[src/rtl/burst_addr_gen.sv]
module burst_addr_gen #(
  parameter int ADDR_W = 18,
  parameter int BEAT_W = 2
) (
  input  logic              clk,
  input  logic              rst,
  input  logic              proc_strobe_n,
  input  logic              ctrl_strobe_n,
  input  logic              advance_n,
  input  logic              order_sel,
  input  logic [ADDR_W-1:0] base_addr,
  output logic [ADDR_W-1:0] cur_addr,
  output logic [BEAT_W-1:0] beat_idx
);
  logic [ADDR_W-1:0] start_q;
  logic [BEAT_W-1:0] beat_q;
  logic [BEAT_W-1:0] low_lin;
  logic [BEAT_W-1:0] low_ilv;
  logic              load;

  assign load = ~proc_strobe_n | ~ctrl_strobe_n;

  always_ff @(posedge clk) begin
    if (rst) begin
      start_q <= '0;
      beat_q  <= '0;
    end else if (load) begin
      start_q <= base_addr;
      beat_q  <= '0;
    end else if (!advance_n) begin
      beat_q <= beat_q + BEAT_W'(1);
    end
  end

  assign low_lin  = start_q[BEAT_W-1:0] + beat_q;
  assign low_ilv  = start_q[BEAT_W-1:0] ^ beat_q;
  assign cur_addr = {start_q[ADDR_W-1:BEAT_W], order_sel ? low_ilv : low_lin};
  assign beat_idx = beat_q;
endmodule

[config.mk]
export PLATFORM = sky130hd
export DESIGN_NAME = burst_addr_gen
export DESIGN_NICKNAME = d
export VERILOG_FILES = /design/src/rtl/burst_addr_gen.sv
export SDC_FILE = /design/constraint.sdc
export NUM_CORES = 1
export LEC_CHECK = 0
export ABC_AREA = 1
export BUFFER_PORTS_ARGS = -buffer_cell sky130_fd_sc_hd__buf_2
export CAP_MARGIN = 20
export CORE_MARGIN = 2
export CORE_UTILIZATION = 48
export DETAILED_ROUTE_END_ITERATION = 6
export PLACE_DENSITY = 0.78
export SLEW_MARGIN = 0
export SYNTH_ARGS = -nofsm -noshare
export SYNTH_HDL_FRONTEND = slang
export SYNTH_SLANG_ARGS = --single-unit
[constraint.sdc]
create_clock -name clk -period 1.4 [get_ports clk]
set_input_delay 0.14 -clock clk [delete_from_list [all_inputs] [get_ports clk]]
set_output_delay 0.14 -clock clk [all_outputs]
set_load 0.02 [all_outputs]
Word level (Yosys, flattened, before mapping)
Cells that the tools add are included.
- flip-flop bits (word level): 20
- input bits: 24
- output and inout bits: 20
- logic and storage cells: 10
- $add $sub $neg: 2
- multiplexer cells: 1
- bitwise gates (word level): 4
- reduce and logical (&&, ||, !) cells: 1
- operators by type and width (kind ; number):
    2-bit by 1-bit adder with 2-bit output (second input constant) ; 1
    2-bit adder ; 1
    2-bit 2-to-1 mux ; 1
    1-bit NOT ; 2
    2-bit OR reduction ; 1
    2-bit bitwise XOR ; 1
    1-bit OR ; 1

Depth between registers and ports, before layout
Gate-level depths: netlist of the first run.
- word-level depth: 3
- mapped depth: 6
- depth with buffers taken out: 6

Worst setup path before layout of the first run
Ideal clock, no wire load.
- path type: register to output
- start point: register beat_q[0], in the netlist beat_idx[0]
- end point: output cur_addr[1]
- arrival time: 0.946 ns
- data required time: 1.260 ns
- path slack: 0.314 ns
- cell stages (with the launch flop): 7
- cells stage by stage: dfxtp_1 > ha_1 > inv_1 > nor2_1 > nand3_1 > nand2_1 > inv_1
- cells in the longest elaborated chain, start to end: 2
- ends and longest elaborated chain (what ; line ; text):
    start, declared ; 16 ; logic [BEAT_W-1:0] beat_q;
    start signal, assigned ; 31 ; beat_q <= beat_q + BEAT_W'(1);
    2-bit adder ; 35 ; assign low_lin = start_q[BEAT_W-1:0] + beat_q;
    2-bit 2-to-1 mux ; 37 ; assign cur_addr = {start_q[ADDR_W-1:BEAT_W], order_sel ? low_ilv : low_lin};
    end, declared ; 12 ; output logic [ADDR_W-1:0] cur_addr,
Every way passes these cells.

Worst setup path in the final report of the first run
- start point: register start_q[0]
- end point: output cur_addr[1]
- cells in the longest elaborated chain, start to end: 2
- ends and longest elaborated chain (what ; line ; text):
    start, declared ; 15 ; logic [ADDR_W-1:0] start_q;
    start signal, assigned ; 28 ; start_q <= base_addr;
    2-bit adder ; 35 ;
    2-bit 2-to-1 mux ; 37 ;
Every way passes these cells.

==> results of run 1 <==
==> power groups by stage <==
| stage | clock network (mW) | registers, mW | logic (mW) |
|---|---|---|---|
| 6_report | 0.332 | 0.633 | 0.226 |
| 3_3_place_gp | 0 | 0.642 | 0.218 |
| 4_1_cts | 0.344 | 0.631 | 0.225 |
| 3_5_place_dp | 0 | 0.644 | 0.224 |
| 2_1_floorplan | 0 | 0.641 | 0.194 |
| 5_1_grt | 0.363 | 0.639 | 0.251 |
==> worst max-delay path: cells and delay by family, from the launching register on <==
family	cells	cell delay, ps
adders and majority gates	1	140
buffers and inverters	3	190
DFF	1	370
and+or+nand+nor	3	240
==> logic make-up (layout without fill, tap and decap cells) <==
logic type                 after synthesis  in the layout  share of synthesized area (%)
DFF                                     20             20                           41.7
adders and majority gates                1              1                           1.30
and+or+nand+nor                         55             55                           22.2
buffers and inverters                   28             58                           21.5
AOI/OAI and AO/OA                       18             18                           13.3
==> Yosys cell counts (all sizes together) <==
master  count
ha          1
buf        20
clkinv      1
nand3       3
dfxtp      20
nand2      10
inv         7
nor2       42
o21ai      18
==> area by class of cell <==
class | count | share of cell area, %
Tap cell | 27 | 3.03
Clock buffer | 4 | 3.25
Inverter | 8 | 2.91
Sequential cell | 20 | 36.2
Multi-Input combinational cell | 74 | 32.7
Timing Repair Buffer | 46 | 21.9
==> sequential cells by signal, indices dropped and copies added, names as in the netlist <==
signal / flops
start_q: 18
beat_idx: 2
==> worst max path at each step <==
| stage | endpoint | slack [ps] | cells past startpoint |
|---|---|---|---|
| final | cur_addr[1] | 30 | 7 |
| after global routing | cur_addr[1] | -40 | 7 |
| after CTS | cur_addr[1] | 20 | 7 |
| after detailed placement | cur_addr[1] | 350 | 7 |
| after global placement | cur_addr[1] | 370 | 7 |
| after floorplan | cur_addr[1] | 310 | 6 |
==> layer usage <==
| layer | track usage, % | vias up | wire length (um) |
|---|---|---|---|
| li1 | - | 427 | - |
| met1 | 19.7 | 348 | 765 |
| met2 | 25.1 | 30 | 890 |
| met3 | 2.47 | 7 | 123 |
| met4 | 8.57 | 0 | 57 |
| met5 | 0 | - | 0 |
==> timing repair <==
item | CTS | global route
setup endpoints to repair | 1 | 1
hold buffers | 0 | 0
hold endpoints to repair | 0 | 0
cloned | 0 | 0
resized for setup | 1 | 7
pin swaps | 0 | 4
==> stage by stage <==
step	instances	TNS (ps)	worst slack (ps)	utilization [%]	total power [mW]
5_1_grt	179	-39.4	-39.4	58.1	1.25
4_1_cts	179	0	21.0	57.0	1.20
2_1_floorplan	122	0	314	-	0.835
3_3_place_gp	175	0	374	55.0	0.860
3_5_place_dp	175	0	348	55.0	0.868
6_report	179	0	26.8	58.1	1.19
==> metrics, run 1 <==
outcome finished, final reports clean; P_sw roughly 0.33 mW; syn nets between 100 and 150; hold path endpoint start_q[17]; multi-input logic area around 370 um2; Hold WS between 50 and 60 ps; most frequent cells in the layout 42 x nor2_1, 42 x buf_2, 17 x dfxtp_1; Fmax 728 MHz; Max Cap Viol 0; Synth area leader dfxtp_1; Post-Syn Area approximately 960 um2; ant diodes 0; Worst Hold Class input port to flop; r2r worst-path depth 5; vias in the first global route between 700 and 800; Reg2Reg Launch Point beat_idx[0]; endpoints failing setup 0; DR iter-0 viols 3; area after detailed placement ~1100 um2; Routed WL between 1.5 and 2 mm; largest net degree at the start of global routing 20; Comb power frac a little under a fifth; Slowest-stage cell, CP dfxtp_2; Final Hold Fails 0; Cell Pwr Density between 1000 and 1500 nW/um2; post-CTS setup buffers 0; CTS clk-pin slew, worst paths approximately 110 ps; Total GRT Usage approximately 16%; first-pass GRT wire length slightly below 3 mm; RSZ-0062 raised after global routing true; Die Ht just under 50 um; Syn Inst Count between 100 and 150; fraction of layout cells with a size suffix above 1 44.1%; P_int 0.859 mW; slew margin rel. between 70% and 80%; warnings from Yosys 0; gpl congestion between 0.7 and 0.8; switching part of the total between 20 and 30%; sequential fraction of design power a little over half; clock buffer depth 2; Reg-to-Reg End beat_idx[1]; clock sink count 20; FILL cells 192; DRT Pass-1 Iters 3; post-route ant nets 0; CTS tree done; area grow syn2layout 16.3%; FF-to-FF setup slack 550 ps; # rows 16; Die X-Extent roughly 50 um; CORE AREA ~1900 um2; DRC viols 0; Synth Register Bits 20; TritonCTS Buffers 3; Yosys top cell area share 41.7%; Clock power frac 27.8%; worst slew pin tran between 300 and 400 ps; hpwl dp between 1 and 1.5 mm; Worst setup SP type flop; leak pwr ~0.56 nW; crit-path max cell delay between 300 and 400 ps; drt wl/cell 10.3 um; Seq/Total Area, Yosys 41.7%; Final #Nets between 150 and 200; Final Skew ~0.19 ps; initial antenna violation count 0; I/O Buffers 43; Clock Latency Late Sink about 300 ps; Max Fanout on Critical Path 2; CP Class flop to output port; hold depth 3; clk root buf clkbuf_4; initial core utilization about 50%; min cycle time layout about 1400 ps; synth top area cells dfxtp_1 42%, nor2_1 16%, buf_4 13%, o21ai_2 9.1%, o21ai_0 4.2%; aggregate global routing overflow 0; VDD IR-drop max 0.550 mV; post-synthesis cell type count 14; Hold Crit Start base_addr[17]; mean area per synthesized cell 7.87 um2; CP Capture Type output port; Critical Path RT 1260 ps; crit path from start_q[0]; crit path cell chain ha_4 -> inv_2 -> nor2_1 -> nand3_1 -> nand2_1 -> inv_1 -> buf_6; crit path DAT around 1200 ps; fin area 1120 um2; final critical-path share of the clock period 98.1%; die area roughly 2400 um2; total number of vias roughly 800; Register Area a little over 400 um2; H-tree levels 1; final max-slew violation count 0; Vias/cell 4.54; Ports 44
Power figures use the tool's default switching activity.
==> run 2: changes to the inputs <==
--- a/config.mk
+++ b/config.mk
@@ -12,6 +12,7 @@
 export CORE_UTILIZATION = 48
 export DETAILED_ROUTE_END_ITERATION = 6
 export PLACE_DENSITY = 0.78
+export RECOVER_POWER = 50
 export SLEW_MARGIN = 0
 export SYNTH_ARGS = -nofsm -noshare
 export SYNTH_HDL_FRONTEND = slang
==> run 2 against run 1 <==
Critical path depth stayed put. First-iteration DRC count unchanged. Non-clock buffer count unchanged. Largest power group unchanged. Clock power barely moved. Hold slack about the same. Die area did not move.
==> metrics, run 2 (synthesis results as in run 1) <==
CP Class flop to output port; Biggest register start_q; Finished Layout Cells 179; Hold Crit Start base_addr[17]; Post-Route Setup TNS 0 ps; outcome finished, final reports clean; crit-path max cell delay ~370 ps; Slowest-stage cell, CP dfxtp_2; placed cells 175; post-route ant nets 0; CP Capture Type output port; # hold bufs at CTS 0; CTS tree done; slew margin rel. 62.3%; TritonCTS Buffers 3; total number of vias 810; initial core utilization about half; hold depth 3; drt wl/cell a little over 10 um; Fmax roughly 730 MHz; Worst Hold Class input port to flop; Crit path max-delay family flip-flops; clock sink count 20; Max Fanout on Critical Path 2; gpl congestion roughly 0.76; crit path cell chain ha_4 -> inv_2 -> nor2_1 -> nand3_1 -> nand2_1 -> inv_1 -> buf_6; DRT Pass-1 Iters 2; final core occ between 50 and 60%; total power 1.19 mW; crit path DAT approximately 1200 ps; ant diodes 0; CTS clk-pin slew, worst paths approximately 110 ps; final critical-path share of the clock period 98.1%; largest net degree at the start of global routing 20; die area 2370 um2; vias in the first global route between 700 and 800; I/O Buffers 43; CORE AREA a little under 2000 um2; FF-to-FF setup slack around 550 ps; RSZ-0062 raised after global routing true; Reg-to-Reg End beat_idx[1]; max reg flops 18; endpoints failing setup 0; Ports 44; DR iter-0 viols 3; most frequent cells in the layout 42 x nor2_1, 42 x buf_2, 17 x dfxtp_1; VDD IR-drop max approximately 0.55 mV; Final #Nets between 150 and 200; DRC viols 0; r2r worst-path depth 5; first-pass GRT wire length approximately 2.9 mm; Clock Latency Late Sink approximately 300 ps; initial antenna violation count 0; worst slew pin tran around 570 ps; Final Skew 0.198 ps; Cell Pwr Density ~1100 nW/um2; aggregate global routing overflow 0; H-tree levels 1; Critical Path RT 1260 ps; leak pwr between 0.5 and 0.6 nW; FILL cells between 150 and 200; Max Cap Viol 0; hpwl dp between 1 and 1.5 mm; Worst setup SP type flop; clock buffer depth 2; clk root buf clkbuf_4; area after detailed placement between 1000 and 1500 um2; # rows 16; area grow syn2layout 15.8%; Vias/cell approximately 4.5; hold path endpoint start_q[17]; Routed WL 1.85 mm; Final Hold Fails 0; Setup WS post-layout 26.5 ps; Buf/Inv on CP 3; pre-CTS setup slack roughly 350 ps; min cycle time layout roughly 1400 ps; Hold WS around 55 ps; post-CTS setup buffers 0; Reg2Reg Launch Point beat_idx[0]; fraction of layout cells with a size suffix above 1 between 40 and 50%; Die Ht 48.7 um; Die X-Extent 48.7 um; Total GRT Usage between 10% and 20%; fin area roughly 1100 um2; final max-slew violation count 0
## run 2: worst reg2reg max path, stage by stage (launching register included)
cell and delay, ps:
dfxtp_2 370, inv_1 60, nor2_1 160, nand2_1 70
nand2_1 60, nor2_1 40
## run 2: area by class of cell
type                    instances  area [um2]  share of cell area (%)
flip-flops and latches         20         404                    36.4
multi-input cells              74         363                    32.7
repair buffers                 46         244                    22.0
clock buffers                   4        36.3                    3.27
well taps                      27        33.8                    3.04
inverters                       8        30.0                    2.70
## run 2: worst max path at each step
stage,end,cells past startpoint,start,slack [ps]
global route,cur_addr[1],7,beat_idx[0],-40
detailed placement,cur_addr[1],7,beat_idx[0],350
finish,cur_addr[1],7,start_q[0],30
CTS,cur_addr[1],7,beat_idx[0],20
global placement,cur_addr[1],7,beat_idx[0],370
floorplan,cur_addr[1],6,beat_idx[0],310
## run 2: timing repair
item | 4_1_cts | 5_1_grt
gates cloned | 0 | 0
setup endpoints to repair | 1 | 1
pin swaps | 0 | 4
resized for setup | 1 | 7
## run 2: per-layer routing
metal | GRT usage [%] | wire length [um]
met2 | 25.1 | 911
met5 | 0 | 0
met4 | 8.57 | 51
met1 | 19.7 | 761
met3 | 2.47 | 123
## run 2: report_power, final
part / total, mW / internal [mW] / leakage [nW] / switching, mW
Sequential: 0.633 / 0.608 / 0.168 / 0.0250
Clock: 0.332 / 0.159 / 0.0210 / 0.173
Combinational: 0.225 / 0.0911 / 0.377 / 0.133
Total: 1.19 / 0.858 / 0.565 / 0.332
==> run 3: changes to the inputs <==
--- a/config.mk
+++ b/config.mk
@@ -11,6 +11,7 @@
 export CORE_MARGIN = 2
 export CORE_UTILIZATION = 48
 export DETAILED_ROUTE_END_ITERATION = 6
+export GPL_TIMING_DRIVEN = 0
 export PLACE_DENSITY = 0.78
 export RECOVER_POWER = 50
 export SLEW_MARGIN = 0
==> run 3 against run 2 <==
Combinational power increased by 20%. Critical path depth is the same. Final cell count up 10%. Sequential power fell by 0.6%. Largest cell class is now buffers. Highest routed layer unchanged.
==> metrics, run 3 (synthesis results as in run 1) <==
outcome finished, final reports clean; Worst Hold Class input port to flop; most frequent cells in the layout 42 x buf_2, 41 x nor2_1, 18 x o21ai_0, 18 x dfxtp_1, 17 x buf_4; drt wl/cell 10.4 um; CP Capture Type output port; Hold Crit Start base_addr[12]; CORE AREA 1920 um2; Critical Path RT 1260 ps; r2r worst-path depth 6; die area roughly 2400 um2; Reg-to-Reg End beat_idx[1]; CTS tree done; crit path DAT roughly 1200 ps; # hold bufs at CTS 0; final max-slew violation count 0; H-tree levels 1; VDD IR-drop max around 0.67 mV; Max Cap Viol 0; fraction of layout cells with a size suffix above 1 44.7%; final critical-path share of the clock period 97.3%; # rows 16; ant diodes 0; clk root buf clkbuf_4; Final Hold Fails 0; Ports between 40 and 50; hpwl dp between 1.5 and 2 mm; largest net degree at the start of global routing 12; final core occ 64.5%; initial core utilization between 40 and 50%; min cycle time layout roughly 1400 ps; TritonCTS Buffers 3; first-pass GRT wire length approximately 3.6 mm; DRC viols 0; total number of vias approximately 900; Max Fanout on Critical Path 3; pre-CTS setup slack between 300 and 400 ps; Biggest register start_q; Setup WS post-layout 38.3 ps; clock sink count 20; Total GRT Usage between 10% and 20%; FF-to-FF setup slack between 400 and 500 ps; Routed WL 2.05 mm; Worst setup SP type flop; post-route ant nets 0; worst slew pin tran 266 ps; vias in the first global route 885; Final #Nets about 200; gpl congestion ~0.73; hold depth 3; I/O Buffers between 40 and 50; leak pwr ~0.65 nW; endpoints failing setup 0; CTS clk-pin slew, worst paths 110 ps; aggregate global routing overflow 0; max reg flops 18; Cell Pwr Density slightly below 1000 nW/um2; area grow syn2layout 29.1%; RSZ-0062 raised after global routing true; Reg2Reg Launch Point beat_idx[0]; Clock Latency Late Sink around 290 ps; Die X-Extent between 40 and 50 um; Fmax ~730 MHz; DRT Pass-1 Iters 4; Die Ht between 40 and 50 um; Final Skew roughly 0.076 ps; initial antenna violation count 0; CP Class flop to output port; clock buffer depth 2; Vias/cell 4.45; slew margin rel. between 80 and 90%; hold path endpoint start_q[12]; DR iter-0 viols 5; commonest non-fill, non-tap cell in the layout buf_2
==> run 3: changes by cell type in the layout (fill, tap and decap cells not counted), moves of 2 or more <==
cell,delta
inv_1,-2
o21ai_2,-10
o21ai_0,+10
buf_4,+14
buf_6,+3
==> run 3: worst max-delay path: stages (launching register included) <==
cell and delay (ps):
dfxtp_2 370, ha_4 140, inv_2 30, nor2_2 80, nand3_1 70, nand2_1 80, inv_2 40, buf_6 120
==> run 3: worst max path at each step <==
stage / from / end / slack [ps] / cells after the start
floorplan: beat_idx[0] / cur_addr[1] / 310 / 6
global placement: beat_idx[0] / cur_addr[1] / 340 / 7
detailed placement: beat_idx[0] / cur_addr[1] / 320 / 7
CTS: beat_idx[0] / cur_addr[1] / 10 / 7
global route: start_q[0] / cur_addr[1] / -90 / 7
finish: beat_idx[0] / cur_addr[1] / 40 / 7
==> run 3: power breakdown <==
group	leakage [nW]	total, mW	switching (mW)	internal, mW
logic	0.463	0.270	0.139	0.131
clock network	0.0210	0.328	0.169	0.158
registers	0.167	0.629	0.0209	0.608
==> run 3: stage by stage <==
stage / std cells / total power, mW / setup TNS (ps) / cell area [um2] / hold WS (ps)
2_1_floorplan: 122 / 0.835 / 0 / 960 / 275
3_3_place_gp: 192 / 0.913 / 0 / 1210 / 361
3_5_place_dp: 192 / 0.923 / 0 / 1210 / 371
4_1_cts: 196 / 1.25 / 0 / 1250 / 60.4
5_1_grt: 197 / 1.30 / -87.6 / 1240 / 56.0
6_report: 197 / 1.23 / 0 / 1240 / 62.9
==> run 3: routing by layer <==
layer	up-vias	share of wire, %	GRT usage, %	wire (um)
li1	461	-	-	-
met1	378	38	21.2	789
met2	31	52	34.5	1060
met3	6	6.9	5.25	142
met4	0	2.9	8.57	60
met5	-	0	0	0
==> run 3: cell type report <==
class	count	area, um2
buffer	20	174
clock buffer	4	36.3
fill	193	683
inverter	8	32.5
multi-input combinational	74	330
sequential	20	403
tap	27	33.8
timing repair buffer	44	229
==> run 3: what timing repair did <==
action / CTS / global route
resized for setup: 1 / 8
pin swaps: 0 / 4
cloned: 0 / 0
buffers inserted: 0 / 1
setup endpoints to repair: 1 / 1
